==> src/rtl/uid_pkg.sv <==
package uid_pkg;
  typedef enum logic {
    UID_GEN = 1'b0,
    UID_CHK = 1'b1
  } uid_mode_e;

  localparam int unsigned UID_FAM_W = 8;
  localparam int unsigned UID_SER_W = 48;
  localparam int unsigned UID_CRC_W = 8;
endpackage

==> src/rtl/uid_crc_lfsr.sv <==
module uid_crc_lfsr #(
  parameter int unsigned   W    = 8,
  parameter logic [W-1:0]  POLY = 8'h8C,
  parameter logic [W-1:0]  INIT = '0
) (
  input  logic         clk,
  input  logic         rst,
  input  logic         clr,
  input  logic         en,
  input  logic         din,
  output logic [W-1:0] crc_d
);
  logic [W-1:0] crc_q;
  logic         fb;

  // shift-right form: feedback is the outgoing LSB mixed with the new bit
  assign fb = crc_q[0] ^ din;

  for (genvar i = 0; i < W; i++) begin : g_tap
    if (i == W - 1) begin : g_top
      assign crc_d[i] = POLY[i] & fb;
    end else begin : g_mid
      assign crc_d[i] = crc_q[i+1] ^ (POLY[i] & fb);
    end
  end

  always_ff @(posedge clk) begin
    if (rst || clr) begin
      crc_q <= INIT;
    end else if (en) begin
      crc_q <= crc_d;
    end
  end
endmodule

==> src/rtl/uid_id_store.sv <==
module uid_id_store #(
  parameter int unsigned        FAM_W   = 8,
  parameter int unsigned        SER_W   = 48,
  parameter logic [FAM_W-1:0]   FAM_RST = 8'h55
) (
  input  logic                     clk,
  input  logic                     rst,
  input  logic                     load,
  input  logic                     busy,
  input  logic [FAM_W-1:0]         fam_i,
  input  logic [SER_W-1:0]         ser_i,
  output logic [FAM_W+SER_W-1:0]   id_q
);
  logic [FAM_W-1:0] fam_q;
  logic [SER_W-1:0] ser_q;

  always_ff @(posedge clk) begin
    if (rst) begin
      fam_q <= FAM_RST;
      ser_q <= '0;
    end else if (load && !busy) begin
      fam_q <= fam_i;
      ser_q <= ser_i;
    end
  end

  assign id_q = {ser_q, fam_q};

  AST_LOAD_BLOCKED_BUSY: assert property (@(posedge clk) disable iff (rst)
    (load && busy) |=> $stable(id_q));
  AST_LOAD_TAKEN_IDLE: assert property (@(posedge clk) disable iff (rst)
    (load && !busy) |=> (id_q == $past({ser_i, fam_i})));
endmodule

==> src/rtl/uid_data_shifter.sv <==
module uid_data_shifter #(
  parameter int unsigned W = 56
) (
  input  logic         clk,
  input  logic         rst,
  input  logic         load,
  input  logic         shift,
  input  logic [W-1:0] din,
  output logic         head_o,
  output logic         nxt_o
);
  logic [W-1:0] sh_q;

  always_ff @(posedge clk) begin
    if (rst) begin
      sh_q <= '0;
    end else if (load) begin
      sh_q <= din;
    end else if (shift) begin
      sh_q <= {1'b0, sh_q[W-1:1]};
    end
  end

  assign head_o = sh_q[0];
  assign nxt_o  = sh_q[1];
endmodule

==> src/rtl/uid_bit_seq.sv <==
module uid_bit_seq #(
  parameter int unsigned N  = 64,
  parameter int unsigned CW = $clog2(N)
) (
  input  logic          clk,
  input  logic          rst,
  input  logic          start,
  output logic          launch_o,
  output logic          active_q,
  output logic          last_o,
  output logic [CW-1:0] cnt_q,
  output logic          done_q
);
  localparam logic [CW-1:0] LAST = CW'(N - 1);

  assign launch_o = start && !active_q;
  assign last_o   = active_q && (cnt_q == LAST);

  always_ff @(posedge clk) begin
    if (rst) begin
      active_q <= 1'b0;
      cnt_q    <= '0;
      done_q   <= 1'b0;
    end else begin
      done_q <= 1'b0;
      if (launch_o) begin
        active_q <= 1'b1;
        cnt_q    <= '0;
      end else if (active_q) begin
        if (cnt_q == LAST) begin
          active_q <= 1'b0;
          cnt_q    <= '0;
          done_q   <= 1'b1;
        end else begin
          cnt_q <= cnt_q + 1'b1;
        end
      end
    end
  end

  AST_DONE_SINGLE: assert property (@(posedge clk) disable iff (rst)
    done_q |=> !done_q);
  AST_RUN_UNBROKEN: assert property (@(posedge clk) disable iff (rst)
    (active_q && cnt_q != LAST) |=> (active_q && cnt_q == CW'($past(cnt_q) + 1'b1)));
  AST_DONE_AFTER_LAST: assert property (@(posedge clk) disable iff (rst)
    last_o |=> (done_q && !active_q));
endmodule

==> src/rtl/uid_crc_serializer.sv <==
module uid_crc_serializer
  import uid_pkg::*;
#(
  parameter int unsigned              FAM_W    = UID_FAM_W,
  parameter int unsigned              SER_W    = UID_SER_W,
  parameter int unsigned              CRC_W    = UID_CRC_W,
  parameter logic [CRC_W-1:0]         CRC_POLY = 8'h8C,
  parameter logic [CRC_W-1:0]         CRC_INIT = '0,
  parameter logic [FAM_W-1:0]         FAM_RST  = 8'h55
) (
  input  logic              clk,
  input  logic              rst,
  input  logic              load_i,
  input  logic [FAM_W-1:0]  family_i,
  input  logic [SER_W-1:0]  serial_i,
  input  logic              start_i,
  input  logic              mode_i,
  input  logic              bit_i,
  output logic              bit_o,
  output logic              bit_valid_o,
  output logic              done_o,
  output logic              crc_ok_o
);
  localparam int unsigned DATA_N  = FAM_W + SER_W;
  localparam int unsigned TOTAL_N = DATA_N + CRC_W;
  localparam int unsigned CW      = $clog2(TOTAL_N);

  logic [DATA_N-1:0] id_q;
  logic              launch, active, last_bit, done_q;
  logic [CW-1:0]     cnt;
  logic [CW:0]       next_idx;
  logic [CRC_W-1:0]  crc_d;
  logic              sh_head, sh_nxt;
  logic              in_bit;
  logic              bit_q, ok_q;
  uid_mode_e         mode_q;

  uid_id_store #(.FAM_W(FAM_W), .SER_W(SER_W), .FAM_RST(FAM_RST)) store_i (
    .clk(clk), .rst(rst), .load(load_i), .busy(active),
    .fam_i(family_i), .ser_i(serial_i), .id_q(id_q)
  );

  uid_bit_seq #(.N(TOTAL_N), .CW(CW)) seq_i (
    .clk(clk), .rst(rst), .start(start_i), .launch_o(launch),
    .active_q(active), .last_o(last_bit), .cnt_q(cnt), .done_q(done_q)
  );

  uid_data_shifter #(.W(DATA_N)) shf_i (
    .clk(clk), .rst(rst), .load(launch), .shift(active),
    .din(id_q), .head_o(sh_head), .nxt_o(sh_nxt)
  );

  // the register absorbs whatever travels on the wire in this cycle
  assign in_bit = (mode_q == UID_CHK) ? bit_i : bit_q;

  uid_crc_lfsr #(.W(CRC_W), .POLY(CRC_POLY), .INIT(CRC_INIT)) crc_i (
    .clk(clk), .rst(rst), .clr(launch), .en(active), .din(in_bit), .crc_d(crc_d)
  );

  assign next_idx = {1'b0, cnt} + 1'b1;

  always_ff @(posedge clk) begin
    if (rst) begin
      mode_q <= UID_GEN;
      bit_q  <= 1'b0;
      ok_q   <= 1'b0;
    end else if (launch) begin
      mode_q <= uid_mode_e'(mode_i);
      ok_q   <= 1'b0;
      bit_q  <= (uid_mode_e'(mode_i) == UID_CHK) ? 1'b0 : id_q[0];
    end else if (active) begin
      if (last_bit) begin
        bit_q <= 1'b0;
        ok_q  <= (crc_d == '0);
      end else if (mode_q == UID_CHK) begin
        bit_q <= 1'b0;
      end else if (next_idx < (CW+1)'(DATA_N)) begin
        bit_q <= sh_nxt;
      end else begin
        bit_q <= crc_d[0];
      end
    end
  end

  assign bit_o       = bit_q;
  assign bit_valid_o = active;
  assign done_o      = done_q;
  assign crc_ok_o    = ok_q;

  AST_CHK_SILENT: assert property (@(posedge clk) disable iff (rst)
    (active && mode_q == UID_CHK) |-> !bit_o);
  AST_GEN_CLEAN_END: assert property (@(posedge clk) disable iff (rst)
    (done_o && mode_q == UID_GEN) |-> crc_ok_o);
  AST_VALID_FROM_START: assert property (@(posedge clk) disable iff (rst)
    $rose(bit_valid_o) |-> $past(start_i));
  AST_GEN_BIT_TRACK: assert property (@(posedge clk) disable iff (rst)
    (active && mode_q == UID_GEN && cnt < CW'(DATA_N)) |-> (bit_o == sh_head));
  AST_OK_STABLE: assert property (@(posedge clk) disable iff (rst)
    (!launch && !last_bit) |=> $stable(crc_ok_o));
endmodule

==> config.mk <==
export PLATFORM = sky130hd
export DESIGN_NAME = uid_crc_serializer
export DESIGN_NICKNAME = d
export VERILOG_FILES = /design/src/rtl/uid_pkg.sv /design/src/rtl/uid_crc_lfsr.sv /design/src/rtl/uid_id_store.sv /design/src/rtl/uid_data_shifter.sv /design/src/rtl/uid_bit_seq.sv /design/src/rtl/uid_crc_serializer.sv
export SDC_FILE = /design/constraint.sdc
export NUM_CORES = 1
export LEC_CHECK = 0
export ABC_AREA = 1
export BUFFER_PORTS_ARGS = -buffer_cell sky130_fd_sc_hd__buf_4
export CELL_PAD_IN_SITES_DETAIL_PLACEMENT = 1
export CELL_PAD_IN_SITES_GLOBAL_PLACEMENT = 1
export CORE_ASPECT_RATIO = 0.9
export CORE_MARGIN = 1
export CORE_UTILIZATION = 44
export DETAILED_ROUTE_END_ITERATION = 16
export PLACE_DENSITY_LB_ADDON = 0.1
export SLEW_MARGIN = 15
export SYNTH_ARGS = -nofsm -noshare
export SYNTH_HDL_FRONTEND = slang
export SYNTH_HIERARCHICAL = 1
export SYNTH_SLANG_ARGS = --single-unit
==> constraint.sdc <==
create_clock -name clk -period 4.45 [get_ports clk]
set_clock_uncertainty 0.1 [all_clocks]
set_input_delay 0.2225 -clock clk [delete_from_list [all_inputs] [get_ports clk]]
set_output_delay 0.2225 -clock clk [all_outputs]
set_load 0.01 [all_outputs]
==> results.yml <==
status:
  outcome: "completed"
finish:
  final_core_util_pct: 53.7
  num-nets-final: 1073
  areaGrowthSynthToFinish_pct: 17.9
  diodes: 0
  drive_gt1_share_pct: 10.9
setup_path:
  crit_path_max_incr_delay_ns: 0.85
  reg2reg_from: "seq_i/active_q$_SDFF_PP0_"
  crit_path_frequent_cell: "nand2_1"
  crit_chain: "buf_4 > inv_2 > nand2_1 > nand2_1 > nand3_1"
  endpoint_kind: "flip-flop"
  crit_path_end: "store_i/fam_q[6]$_SDFFE_PP1P_"
  cp.required_ns: 4.63
  critPathLaunchType: "flip-flop"
  r2r_slack_ns: 2.10
  path_max_fanout: 73
  arrival_ns: 2.53
  slowest_stage: "inv_2"
  crit_type: "reg2reg"
  reg2reg_depth: 5
  timing.rr.end: "store_i/fam_q[6]$_SDFFE_PP1P_"
  crit_start: "seq_i/active_q$_SDFF_PP0_"
clock_tree:
  cts_resized: 0
  htreeDepth: 4
  insertion_delay_ns: 0.41
  root_buffer: "clkbuf_16"
  cts.path.max_buffers: 2
  cts_tree: "built"
  cts_setup_buffers: 0
  numCtsBuffers: 17
  cts.sinks: 130
  clk_pin_slew_ns: 0.05
routing:
  wire_per_inst_um: 13.0
  drt_pass1_iterations: 4
  viasPerCell: 4.84
  drc: 0
  ant_nets: 0
  drt_iter0_markers: 299
  wirelength_um: 15500
  via_count: 5766
die:
  io_pins: 66
  die_y_um: 114
  die-area_um2: 14500
  die_w_um: 127
  start_util_pct: 45.6
  rows: 40
  coreArea_um2: 13500
sta:
  fin_crit_sh_pct: 52.8
  fin_setup_tns_ns: 0
  layout_min_cycle_time_ns: 2.35
  slew_headroom_pct: 32.3
  rsz0062_at_grt: "false"
  setup-violations-final: 0
  finalWorstSetupSlack_ns: 2.10
  finalHoldViolations: 0
  tightest_slew_ns: 1.01
  maxSlewViolCount: 0
  fmax_ghz: 0.426
  whs_ns: 0.00916
grt:
  antenna_found_initial: 0
  overflow: 0
  grt_pass1_vias: 5643
  track_usage_pct: 22.8
  grt_pass1_wl_um: 26100
  grt_max_degree: 74
run:
  drv_cap: 0
yosys:
  ys.warnings.count: 6
  avgSynthCellArea_um2: 6.35
  synthesis.instances: 969
  synth_nets: 1032
  syn-cell-area_um2: 6160
placed_design:
  place_congestion: 0.764
  portBuffers: 65
  pre_cts_ws_ns: 2.13
  dpl.hpwl_um: 9010
power:
  peakVddDrop_v: 0.000271
  power_density_nw_per_um2: 435
  finalPower_uw: 3160
  p_leak_uw: 0.00363
worst_hold_path:
  hold_class: "in2reg"
-- sequential cells by signal, indices dropped and copies added, names as in the netlist --
register and flops:
shf_i/sh_q 55, store_i/ser_q 48, crc_i/crc_q 8, mode_q 1
seq_i/active_q 1, crc_ok_o 1, seq_i/done_q 1, store_i/fam_q 8
bit_o 1, seq_i/cnt_q 6
-- cell usage in the layout (no fill, tap or decap) --
cell           instances
nand2_1              359
inv_1                129
dfxtp_1              129
nor2_1               119
nand3_1               77
buf_4                 71
a21oi_1               61
clkbuf_16             17
dlygate4sd3_1         11
clkbuf_1               7
inv_2                  6
a211oi_1               4
o21ai_0                4
clkbuf_8               4
nor3_1                 3
a21oi_2                3
bufinv_16              3
or2_1                  2
nand2_4                2
nor2_4                 2
mux2_2                 1
o21bai_1               1
nand4_1                1
and2_1                 1
clkinv_2               1
o21ai_1                1
nor2_2                 1
ha_1                   1
dfxtp_2                1
clkinv_1               1
-- where the power goes --
group / total (uW) / leakage, uW / internal, uW / switching [uW]
clock network: 1420 / 0.000293 / 941 / 478
registers: 1310 / 0.00107 / 1260 / 49.9
logic: 433 / 0.00226 / 162 / 270
-- worst min path at each step --
stage	start	to	cells after the start	slack, ns
final	serial_i[10]	store_i/ser_q[10]$_SDFFE_PP0P_	5	0.009
after global routing	serial_i[32]	store_i/ser_q[32]$_SDFFE_PP0P_	5	0.01
after CTS	serial_i[10]	store_i/ser_q[10]$_SDFFE_PP0P_	5	0.0002
after detailed placement	store_i/fam_q[4]$_SDFFE_PP1P_	store_i/fam_q[4]$_SDFFE_PP1P_	2	0.35
after global placement	store_i/fam_q[2]$_SDFFE_PP1P_	store_i/fam_q[2]$_SDFFE_PP1P_	2	0.35
after floorplan	rst	seq_i/active_q$_SDFF_PP0_	1	0.19
-- final cells by class --
class,instances,area [um2]
fill,1834,6250
multi-input combinational,643,2690
sequential,130,2600
timing repair buffer,82,643
inverter,136,510
clock buffer,28,507
tap,168,210
clock inverter,4,95.1
-- stage by stage --
| step | instances | cell area (um2) |
|---|---|---|
| after global routing | 1191 | 7260 |
| after floorplan | 969 | 6160 |
| final | 1191 | 7260 |
| after CTS | 1191 | 7260 |
| after detailed placement | 1148 | 6550 |
| after global placement | 1148 | 6550 |
-- routing by layer --
| metal | global-route usage (%) | vias up | part of all wire, % |
|---|---|---|---|
| li1 | - | 2983 | - |
| met4 | 7.78 | 0 | 1.4 |
| met1 | 27.8 | 2679 | 48 |
| met2 | 39.8 | 86 | 47 |
| met5 | 0 | - | 0 |
| met3 | 5.00 | 18 | 3.4 |
-- what timing repair did --
item / 4_1_cts / 5_1_grt
hold endpoints to repair: 11 / 0
hold buffers: 11 / 0
endpoints found under the setup margin: 0 / 0
-- critical path: cells and delay by family (launching register included) --
| kind | cells | cell delay [ns] |
|---|---|---|
| buf+inv | 2 | 1.20 |
| simple gates | 3 | 0.56 |
| flops | 1 | 0.32 |
(Power assumes the default switching activity.)
